### config.mk
export PLATFORM = sky130hd
export DESIGN_NAME = shift_pattern_gen
export DESIGN_NICKNAME = d
export VERILOG_FILES = /design/src/rtl/spg_pkg.sv /design/src/rtl/spg_tick.sv /design/src/rtl/spg_regs.sv /design/src/rtl/spg_engine.sv /design/src/rtl/shift_pattern_gen.sv
export SDC_FILE = /design/constraint.sdc
export NUM_CORES = 1
export LEC_CHECK = 0
export BUFFER_PORTS_ARGS = -buffer_cell sky130_fd_sc_hd__buf_2
export CAP_MARGIN = 15
export CELL_PAD_IN_SITES_DETAIL_PLACEMENT = 1
export CELL_PAD_IN_SITES_GLOBAL_PLACEMENT = 1
export CORE_AREA = 2 2 178 180
export DETAILED_ROUTE_END_ITERATION = 10
export DIE_AREA = 0 0 180 182
export HOLD_SLACK_MARGIN = 0.12
export PLACE_DENSITY = 0.62
export SYNTH_ARGS = -nofsm -noshare
export SYNTH_HDL_FRONTEND = slang
export SYNTH_SLANG_ARGS = --single-unit
### constraint.sdc
create_clock -name clk_i -period 4.9 [get_ports clk_i]
set_clock_uncertainty 0.1 [all_clocks]
set_input_delay 0.98 -clock clk_i [delete_from_list [all_inputs] [get_ports clk_i]]
set_output_delay 0.98 -clock clk_i [all_outputs]
set_load 0.02 [all_outputs]
### src/rtl/spg_pkg.sv
package spg_pkg;
  typedef enum logic [2:0] {
    A_RUN    = 3'd0,
    A_MODE   = 3'd1,
    A_LEN    = 3'd2,
    A_PERIOD = 3'd3,
    A_DATA0  = 3'd4,
    A_DATA1  = 3'd5,
    A_FLAGS  = 3'd6,
    A_IRQEN  = 3'd7
  } reg_addr_e;

  typedef struct packed {
    logic left;
    logic rpt;
  } mode_t;

  localparam int FLAG_FILL = 0;
  localparam int FLAG_DONE = 1;
  localparam int NFLAGS    = 2;
endpackage

### src/rtl/spg_tick.sv
module spg_tick #(
  parameter int DIV_W = 16
) (
  input  logic             clk_i,
  input  logic             rst_ni,
  input  logic             en_i,
  input  logic             start_i,
  input  logic [DIV_W-1:0] period_i,
  output logic             tick_o
);
  logic [DIV_W-1:0] cnt_q;

  assign tick_o = en_i && (cnt_q == period_i);

  always_ff @(posedge clk_i or negedge rst_ni) begin
    if (!rst_ni)                 cnt_q <= '0;
    else if (!en_i || start_i)   cnt_q <= '0;
    else if (cnt_q == period_i)  cnt_q <= '0;
    else                         cnt_q <= cnt_q + 1'b1;
  end

  // with a non-zero, unchanged period, ticks never come back to back
  assert_tick_spacing_R3: assert property (@(posedge clk_i) disable iff (!rst_ni)
    (tick_o && period_i != '0) |=> (!tick_o || period_i != $past(period_i)));
endmodule

### src/rtl/spg_regs.sv
module spg_regs
  import spg_pkg::*;
#(
  parameter int DATA_W = 32,
  parameter int PAT_W  = 64,
  parameter int DIV_W  = 16,
  parameter int LEN_W  = 7
) (
  input  logic              clk_i,
  input  logic              rst_ni,
  input  logic              wr_en_i,
  input  logic [2:0]        wr_addr_i,
  input  logic [DATA_W-1:0] wr_data_i,
  input  logic              fill_set_i,
  input  logic              done_set_i,
  input  logic              stop_i,
  output logic              en_o,
  output logic              start_o,
  output mode_t             mode_o,
  output logic [LEN_W-1:0]  len_o,
  output logic [DIV_W-1:0]  period_o,
  output logic [PAT_W-1:0]  data_o,
  output logic [NFLAGS-1:0] flags_o,
  output logic              irq_o
);
  localparam int NWORDS = PAT_W / DATA_W;

  logic              en_q;
  mode_t             mode_q;
  logic [LEN_W-1:0]  len_q, len_wr;
  logic [DIV_W-1:0]  period_q;
  logic [NFLAGS-1:0] flags_q, irqen_q, set_vec;
  logic              hit_run, hit_mode, hit_len, hit_per, hit_flags, hit_irq;

  assign hit_run   = wr_en_i && (wr_addr_i == A_RUN);
  assign hit_mode  = wr_en_i && (wr_addr_i == A_MODE);
  assign hit_len   = wr_en_i && (wr_addr_i == A_LEN);
  assign hit_per   = wr_en_i && (wr_addr_i == A_PERIOD);
  assign hit_flags = wr_en_i && (wr_addr_i == A_FLAGS);
  assign hit_irq   = wr_en_i && (wr_addr_i == A_IRQEN);

  // a start is also taken when a single pass ends on the same edge
  assign start_o = hit_run && wr_data_i[0] && (!en_q || stop_i);

  // out-of-range lengths are clamped into 1..PAT_W
  always_comb begin
    len_wr = wr_data_i[LEN_W-1:0];
    if (len_wr == '0)                   len_wr = LEN_W'(1);
    else if (len_wr > LEN_W'(PAT_W))    len_wr = LEN_W'(PAT_W);
  end

  always_ff @(posedge clk_i or negedge rst_ni) begin
    if (!rst_ni) begin
      en_q     <= 1'b0;
      mode_q   <= '0;
      len_q    <= LEN_W'(PAT_W / 2);
      period_q <= '0;
      irqen_q  <= '0;
    end else begin
      if (hit_run)          en_q <= wr_data_i[0];
      else if (stop_i)      en_q <= 1'b0;
      if (hit_mode && !en_q) mode_q <= mode_t'(wr_data_i[1:0]);
      if (hit_len && !en_q)  len_q  <= len_wr;
      if (hit_per)           period_q <= wr_data_i[DIV_W-1:0];
      if (hit_irq)           irqen_q  <= wr_data_i[NFLAGS-1:0];
    end
  end

  for (genvar g = 0; g < NWORDS; g++) begin : g_word
    always_ff @(posedge clk_i or negedge rst_ni) begin
      if (!rst_ni)
        data_o[g*DATA_W +: DATA_W] <= '0;
      else if (wr_en_i && (wr_addr_i == 3'(int'(A_DATA0) + g)))
        data_o[g*DATA_W +: DATA_W] <= wr_data_i;
    end
  end

  assign set_vec[FLAG_FILL] = fill_set_i;
  assign set_vec[FLAG_DONE] = done_set_i;

  // a set event wins over a clear in the same cycle
  for (genvar f = 0; f < NFLAGS; f++) begin : g_flag
    always_ff @(posedge clk_i or negedge rst_ni) begin
      if (!rst_ni)                        flags_q[f] <= 1'b0;
      else if (set_vec[f])                flags_q[f] <= 1'b1;
      else if (hit_flags && wr_data_i[f]) flags_q[f] <= 1'b0;
    end
  end

  assign en_o     = en_q;
  assign mode_o   = mode_q;
  assign len_o    = len_q;
  assign period_o = period_q;
  assign flags_o  = flags_q;
  assign irq_o    = |(flags_q & irqen_q);

  // mode and length are frozen while running
  assert_mode_frozen_R9: assert property (@(posedge clk_i) disable iff (!rst_ni)
    en_q |=> (mode_q == $past(mode_q) && len_q == $past(len_q)));
  // a clear with no coincident set drops the done flag
  assert_done_w1c_R10: assert property (@(posedge clk_i) disable iff (!rst_ni)
    (hit_flags && wr_data_i[FLAG_DONE] && !done_set_i) |=> !flags_q[FLAG_DONE]);
  // a run-bit write of 0 stops the block
  assert_stop_write_R11: assert property (@(posedge clk_i) disable iff (!rst_ni)
    (hit_run && !wr_data_i[0]) |=> !en_q);
endmodule

### src/rtl/spg_engine.sv
module spg_engine
  import spg_pkg::*;
#(
  parameter int PAT_W = 64,
  parameter int LEN_W = 7
) (
  input  logic             clk_i,
  input  logic             rst_ni,
  input  logic             en_i,
  input  logic             start_i,
  input  logic             tick_i,
  input  mode_t            mode_i,
  input  logic [LEN_W-1:0] len_i,
  input  logic [PAT_W-1:0] data_i,
  output logic             pat_o,
  output logic             fill_set_o,
  output logic             done_set_o,
  output logic             stop_o
);
  localparam int IDX_W = $clog2(PAT_W);

  logic [PAT_W-1:0] sh_q;
  logic [LEN_W-1:0] idx_q, len_m1;
  logic [IDX_W-1:0] top_idx;
  logic             last, step, wrap;

  assign len_m1  = len_i - 1'b1;
  assign top_idx = len_m1[IDX_W-1:0];
  assign last    = (idx_q == len_m1);
  assign step    = en_i && tick_i;
  assign wrap    = step && last;

  assign done_set_o = wrap;
  assign fill_set_o = start_i || (wrap && mode_i.rpt);
  assign stop_o     = wrap && !mode_i.rpt;

  always_ff @(posedge clk_i or negedge rst_ni) begin
    if (!rst_ni) begin
      sh_q  <= '0;
      idx_q <= '0;
    end else if (start_i || (wrap && mode_i.rpt)) begin
      sh_q  <= data_i;
      idx_q <= '0;
    end else if (wrap) begin
      idx_q <= '0;
    end else if (step) begin
      sh_q  <= mode_i.left ? (sh_q << 1) : (sh_q >> 1);
      idx_q <= idx_q + 1'b1;
    end
  end

  assign pat_o = en_i && (mode_i.left ? sh_q[top_idx] : sh_q[0]);

  // the bit position never runs past the pass length
  assert_idx_bound_R3: assert property (@(posedge clk_i) disable iff (!rst_ni)
    en_i |-> (idx_q < len_i));
  // the last tick of a single pass clears the run bit
  assert_once_stops_R6: assert property (@(posedge clk_i) disable iff (!rst_ni)
    (wrap && !mode_i.rpt && !start_i) |=> !en_i);
  // a looping pass restarts at bit position 0
  assert_loop_restart_R7: assert property (@(posedge clk_i) disable iff (!rst_ni)
    (wrap && mode_i.rpt) |=> (idx_q == '0));
endmodule

### src/rtl/shift_pattern_gen.sv
module shift_pattern_gen
  import spg_pkg::*;
#(
  parameter int DATA_W = 32,
  parameter int DIV_W  = 16
) (
  input  logic              clk_i,
  input  logic              rst_ni,
  input  logic              wr_en_i,
  input  logic [2:0]        wr_addr_i,
  input  logic [DATA_W-1:0] wr_data_i,
  output logic              pat_o,
  output logic              run_o,
  output logic [NFLAGS-1:0] flags_o,
  output logic              irq_o
);
  localparam int PAT_W = 2 * DATA_W;
  localparam int LEN_W = $clog2(PAT_W) + 1;

  logic             en, start, tick, fill_set, done_set, stop;
  mode_t            mode;
  logic [LEN_W-1:0] len;
  logic [DIV_W-1:0] period;
  logic [PAT_W-1:0] data;

  spg_regs #(.DATA_W(DATA_W), .PAT_W(PAT_W), .DIV_W(DIV_W), .LEN_W(LEN_W)) u_regs (
    .clk_i, .rst_ni, .wr_en_i, .wr_addr_i, .wr_data_i,
    .fill_set_i(fill_set), .done_set_i(done_set), .stop_i(stop),
    .en_o(en), .start_o(start), .mode_o(mode), .len_o(len),
    .period_o(period), .data_o(data), .flags_o(flags_o), .irq_o(irq_o)
  );

  spg_tick #(.DIV_W(DIV_W)) u_tick (
    .clk_i, .rst_ni, .en_i(en), .start_i(start), .period_i(period), .tick_o(tick)
  );

  spg_engine #(.PAT_W(PAT_W), .LEN_W(LEN_W)) u_engine (
    .clk_i, .rst_ni, .en_i(en), .start_i(start), .tick_i(tick), .mode_i(mode),
    .len_i(len), .data_i(data), .pat_o(pat_o),
    .fill_set_o(fill_set), .done_set_o(done_set), .stop_o(stop)
  );

  assign run_o = en;
endmodule

# Word level (Yosys, flattened, before mapping)
# Cells that the tools add are included.
[classes]
add_sub_neg = 3
order_cmp = 2
n_eq_ne = 10
muxes = 20
n_bitwise = 1
n_reduce_logical = 34
[op_table]
columns = ["cell", "n"]
rows = [
  ["64-bit 2-to-1 mux", 4],
  ["7-bit 2-to-1 mux", 5],
  ["16-bit 2-to-1 mux", 2],
  ["1-bit logical AND", 20],
  ["16-bit by 1-bit adder with 16-bit output, second input constant", 1],
  ["16-bit equality test", 1],
  ["3-bit equality test, second input constant", 4],
  ["1-bit 2-to-1 mux", 8],
  ["2-bit nonzero test", 4],
  ["7-bit by 1-bit adder with 7-bit output, second input constant", 1],
  ["7-bit equality test", 1],
  ["7-bit > comparator, second input constant", 1],
  ["7-bit zero test", 1],
  ["6-bit by 7-bit less-than comparator with 1-bit output, second input constant", 1],
  ["7-bit by 1-bit subtractor with 7-bit output, second input constant", 1],
  ["1-bit binary-select mux with 6-bit select", 1],
  ["3-bit by 2-bit equality test with 1-bit output, second input constant", 2],
  ["3-bit by 1-bit equality test with 1-bit output, second input constant", 1],
  ["3-bit zero test", 1],
  ["1-bit logical OR", 3],
  ["3-bit nonzero test", 1],
  ["2-bit bitwise AND", 1],
  ["1-bit zero test", 2],
  ["2-bit != test, second input constant", 1],
  ["2 further kinds", 2],
]
[word_totals]
ff_bits = 181
in_bits = 38
output_inout_bits = 5

# Logic depth before layout (Yosys ltp)
[logic_depth]
depth_word = 10
ltp_mapped = 15
mapped_depth_nobuf = 9

# Cells and area by module
# From an unflattened synthesis, not the netlist that was laid out.
[unflattened]
hier_cells = 1020
hier_area_um2 = 10686.5
[by_module_without_submodules]
columns = ["mod", "n_inst", "cells_per_inst", "area_each_um2"]
rows = [
  ["spg_engine", 1, 697, 6023.3],
  ["spg_regs", 1, 224, 3656.0],
  ["spg_tick", 1, 99, 1007.2],
]

# Worst setup path before layout
# OpenSTA, ideal clock, no wires.
[synth_timing]
kind = "register to output"
start = "reg u_regs.len_q[0] (netlist: u_regs.len_o[0])"
end = "out pat_o"
t_arrival_ns = 3.308
required_ns = 3.820
setup_slack_ns = 0.512
stages_incl_launch_ff = 13
n_path_buf = 4
path_cell_list = "dfrtp_1 buf_2 clkbuf_1 inv_1 ha_1 clkbuf_1 clkbuf_1 mux4_2 mux2_2 o211ai_1 o21ai_0 o2111ai_1 o31ai_1"
[synth_between]
elab_chain_len = 5
[synth_lines]
columns = ["element", "line_no", "rtl"]
rows = [
  ["start, declared", "spg_regs.sv:30", "logic [LEN_W-1:0] len_q, len_wr;"],
  ["start signal, assigned", "spg_regs.sv:56", "len_q <= LEN_W'(PAT_W / 2);"],
  ["start signal, assigned", "spg_regs.sv:63", "if (hit_len && !en_q) len_q <= len_wr;"],
  ["7-bit by 1-bit subtractor with 7-bit output", "spg_engine.sv:27", "assign len_m1 = len_i - 1'b1;"],
  ["1-bit binary-select mux with 6-bit select", "spg_engine.sv:52", "assign pat_o = en_i && (mode_i.left ? sh_q[top_idx] : sh_q[0]);"],
  ["1-bit 2-to-1 mux (not written as such)", "spg_engine.sv:52", ""],
  ["1-bit 2-to-1 mux", "spg_engine.sv:52", ""],
  ["1-bit logical AND", "spg_engine.sv:52", ""],
  ["end, declared", "shift_pattern_gen.sv:12", "output logic pat_o,"],
]
# No other way between the ends. The select of a mux whose other input is x is not followed.

# Worst setup path after layout
[layout_timing]
start = "reg u_regs.len_q[1] (netlist: u_regs.len_o[1])"
end = "out pat_o"
# The elaborated chain is that of the path after synthesis.

==> impl_results.md <==
- Worst Max-Slew Pin Slew: between 1000 and 1500 ps
- GRT overflow: 0
- Crit Path Class: register to primary output
- Largest fanout on the critical path: 10
- Avg Vias per Cell: between 5 and 6
- Fraction of layout cells with a size suffix above 1: a little over a quarter
- Largest net degree at the start of global routing: between 100 and 150
- H-tree Lvls: 4
- Sw Ratio: 33.5%
- Detailed Place HPWL: roughly 15000 um
- RSZ-0062 raised after global routing: false
- Yosys Warn Count: 0
- Pwr/cell area: approximately 500 mW/mm^2
- Die Wd: between 150 and 200 um
- Setup Fix Bufs, Post-CTS: 0
- Synth area leader: dfrtp_1
- Antenna diodes: 0
- 1st-iter DRT viols: approximately 330
- Drt pass-1 iters: 4
- Internal power: roughly 3.4 mW
- Most numerous cell in the Yosys netlist: dfrtp_1
- Reg2Reg Depth: 11
- CTS max path bufs: 2
- Async SR Flop Fraction: 100%
- Complex-gate fraction of the synthesized area: about a tenth
- Clock transition at the registers of the reported paths: roughly 70 ps
- Synth unique cells: between 40 and 50
- Synth top cells by count: dfrtp_1 (180), mux2_2 (95), mux2i_1 (66)
- Flop pwr share: 46.3%
- Die ar.: approximately 0.033 mm^2
- Cells after Synth: 742
- Vias in the first global route: around 6500
- Critical path required time: between 3000 and 4000 ps
- Fmax: 240 MHz
- Core footprint: slightly above 0.03 mm^2
- Area delta synth->final: 12.3%
- Number of port buffers: 42
- Synth Area in Simple Gates: approximately 9.1%
- Die Ht: 182 um
- Synth area leaders: dfrtp_1 (49%), mux2_2 (12%), mux2i_1 (7.3%)
- Total power: roughly 5.1 mW
- Io pins: 43
- Reported net switching power: approximately 1.7 mW
- CTS tree: yes
- Vias: 6068
- TritonCTS Sinks: roughly 180
- Status: completed
- Synth Area in Adders: 0.412%
- Critical Path AT: around 3100 ps
- Wire per inst: approximately 19 um
- Hold Path Class: register to register
- Site row count: 65
- DRC violations left: 0
- Tmin final: between 4000 and 5000 ps
- Initial antenna violation count: 0
- Detailed Route WL: about 22000 um
- Most used DFF post-synth: dfrtp_1
- Clk pwr share: a little over a quarter
- Max Slew Vio Count: 0
- Top cell type's share of synthesized area: 49.5%
- Synth Cell Area: 0.00910 mm^2
- GRT Util Overall: between 10% and 20%
- Setup violators final: 0
- Mean post-synth cell area: ~12 um^2
- NumNets Final: ~800
- EDFF count, synth: 0
- Setup TNS: 0 ps
- Multiplexer share of the synthesized area: approximately 23%
- Hold-critical path depth: 1
- First-pass GRT wire length: around 37000 um
- Slew headroom: between 20% and 30%
- VDD IR max: approximately 0.00017 V
- Num CTS Buffers: 17
- DRT antenna net count: 0
- CTS Root Cell: clkbuf_16
- Leak: 4.28 nW
- PostCTS Resize Cnt: 0
- Sequential share of the synthesized area: between 40% and 50%
- Comb pwr share: 27.6%
- Final Hold Viols: 0
- Hold_buf cts: 0
- Number of max-cap violations: 0
- Worst-Skew Late Latency: around 440 ps
- Synth Area in XOR/XNOR: under 10%
- Final Cycle Share: 85.0%
- Mapped Nets: ~780
- Starting Density: around 29%
- RD Place Congestion: roughly 0.72
- Critical Path End Type: primary output
- Largest family of logic cells by synthesized area: multiplexers
- CP Launch Type: register
- Synthesized flop and latch total: ~180
==> critical path, cell delays in order, from the launching register on <==
cell and delay (ps):
dfrtp_1 390, inv_1 60, ha_1 600, buf_4 280, mux4_2 320, mux2_2 270, o211ai_1 150, o211ai_1 120
o2111ai_1 120, o31ai_1 140, buf_2 190
==> cell type report <==
type                    instances  area (um^2)
clock inverters                13          113
fillers                      3317        20800
repair buffers                 53          324
flip-flops and latches        181         4530
clock buffers                  19          453
well taps                     402          503
inverters                      11         41.3
multi-input cells             496         4250
==> final timing paths <==
kind | from | endpoint | slack [ps]
max in group asynchronous | rst_ni | u_regs.data_o[12]$_DFFE_PN0P_ | 3220
setup / recovery | u_regs.len_o[1]$_DFFE_PN0P_ | pat_o | 740
min in group asynchronous | rst_ni | u_regs.flags_o[1]$_DFFE_PN0P_ | 540
hold / removal | u_regs.data_o[15]$_DFFE_PN0P_ | u_engine.sh_q[15]$_DFFE_PN0P_ | 410
setup reg to reg | u_regs.len_o[1]$_DFFE_PN0P_ | u_engine.sh_q[22]$_DFFE_PN0P_ | 1150
hold reg to reg | u_regs.data_o[15]$_DFFE_PN0P_ | u_engine.sh_q[15]$_DFFE_PN0P_ | 410
==> stage by stage <==
| stage | worst slack (ps) | hold WS [ps] | cells | utilization, % | area [um^2] |
|---|---|---|---|---|---|
| floorplan | 512 | 374 | 742 | - | 9100 |
| global placement | 1280 | 384 | 1143 | 31.2 | 9660 |
| detailed placement | 1160 | 396 | 1143 | 31.2 | 9660 |
| CTS | 704 | 414 | 1175 | 33.0 | 10200 |
| global route | 528 | 433 | 1175 | 33.0 | 10200 |
| finish | 736 | 407 | 1175 | 33.0 | 10200 |
==> flip-flops by register name, summed over array words and instances (netlist names) <==
name and count:
u_regs.mode_o 2, u_regs.irqen_q 2, u_engine.sh_q 64, u_regs.en_o 1, u_regs.flags_o 2, u_engine.idx_q 7, u_regs.data_o 64, u_regs.period_o 16
u_regs.len_o 7, u_tick.cnt_q 16
==> power by group through the flow <==
stage                     Sequential, mW  Combinational [mW]  Clock [mW]
after floorplan                     2.17                1.19           0
after global placement              2.40                1.38           0
after detailed placement            2.39                1.43           0
after CTS                           2.37                1.44        1.37
after global routing                2.44                1.57        1.42
final                               2.37                1.41        1.34
==> logic make-up after synthesis <==
| kind of cell | after synthesis |
|---|---|
| buffers and inverters | 65 |
| AND/OR/NAND/NOR | 168 |
| multiplexers | 177 |
| AO/OA/AOI/OAI | 104 |
| XOR/XNOR | 44 |
| flip-flops | 181 |
| adder cells (fa/ha/maj) | 3 |
==> per-layer routing <==
layer / wire length [um] / part of all wire [%] / global-route usage (%)
met5: 0 / 0 / 0
met4: 277 / 1.2 / 3.90
met3: 515 / 2.3 / 2.49
met2: 10700 / 48 / 23.2
met1: 10700 / 48 / 18.9
==> layout by cell type, fill, tap and decap left out, types with 16 or more instances in the layout <==
cell type and instances:
mux4_2 16, a221o_1 55, nor2_1 24, clkbuf_16 17, nand2_1 36, mux2i_1 66
xnor2_1 30, buf_2 41, dfrtp_1 179, nor3_1 59, mux2_2 95
Note: power is estimated with default switching activity, not from simulation.
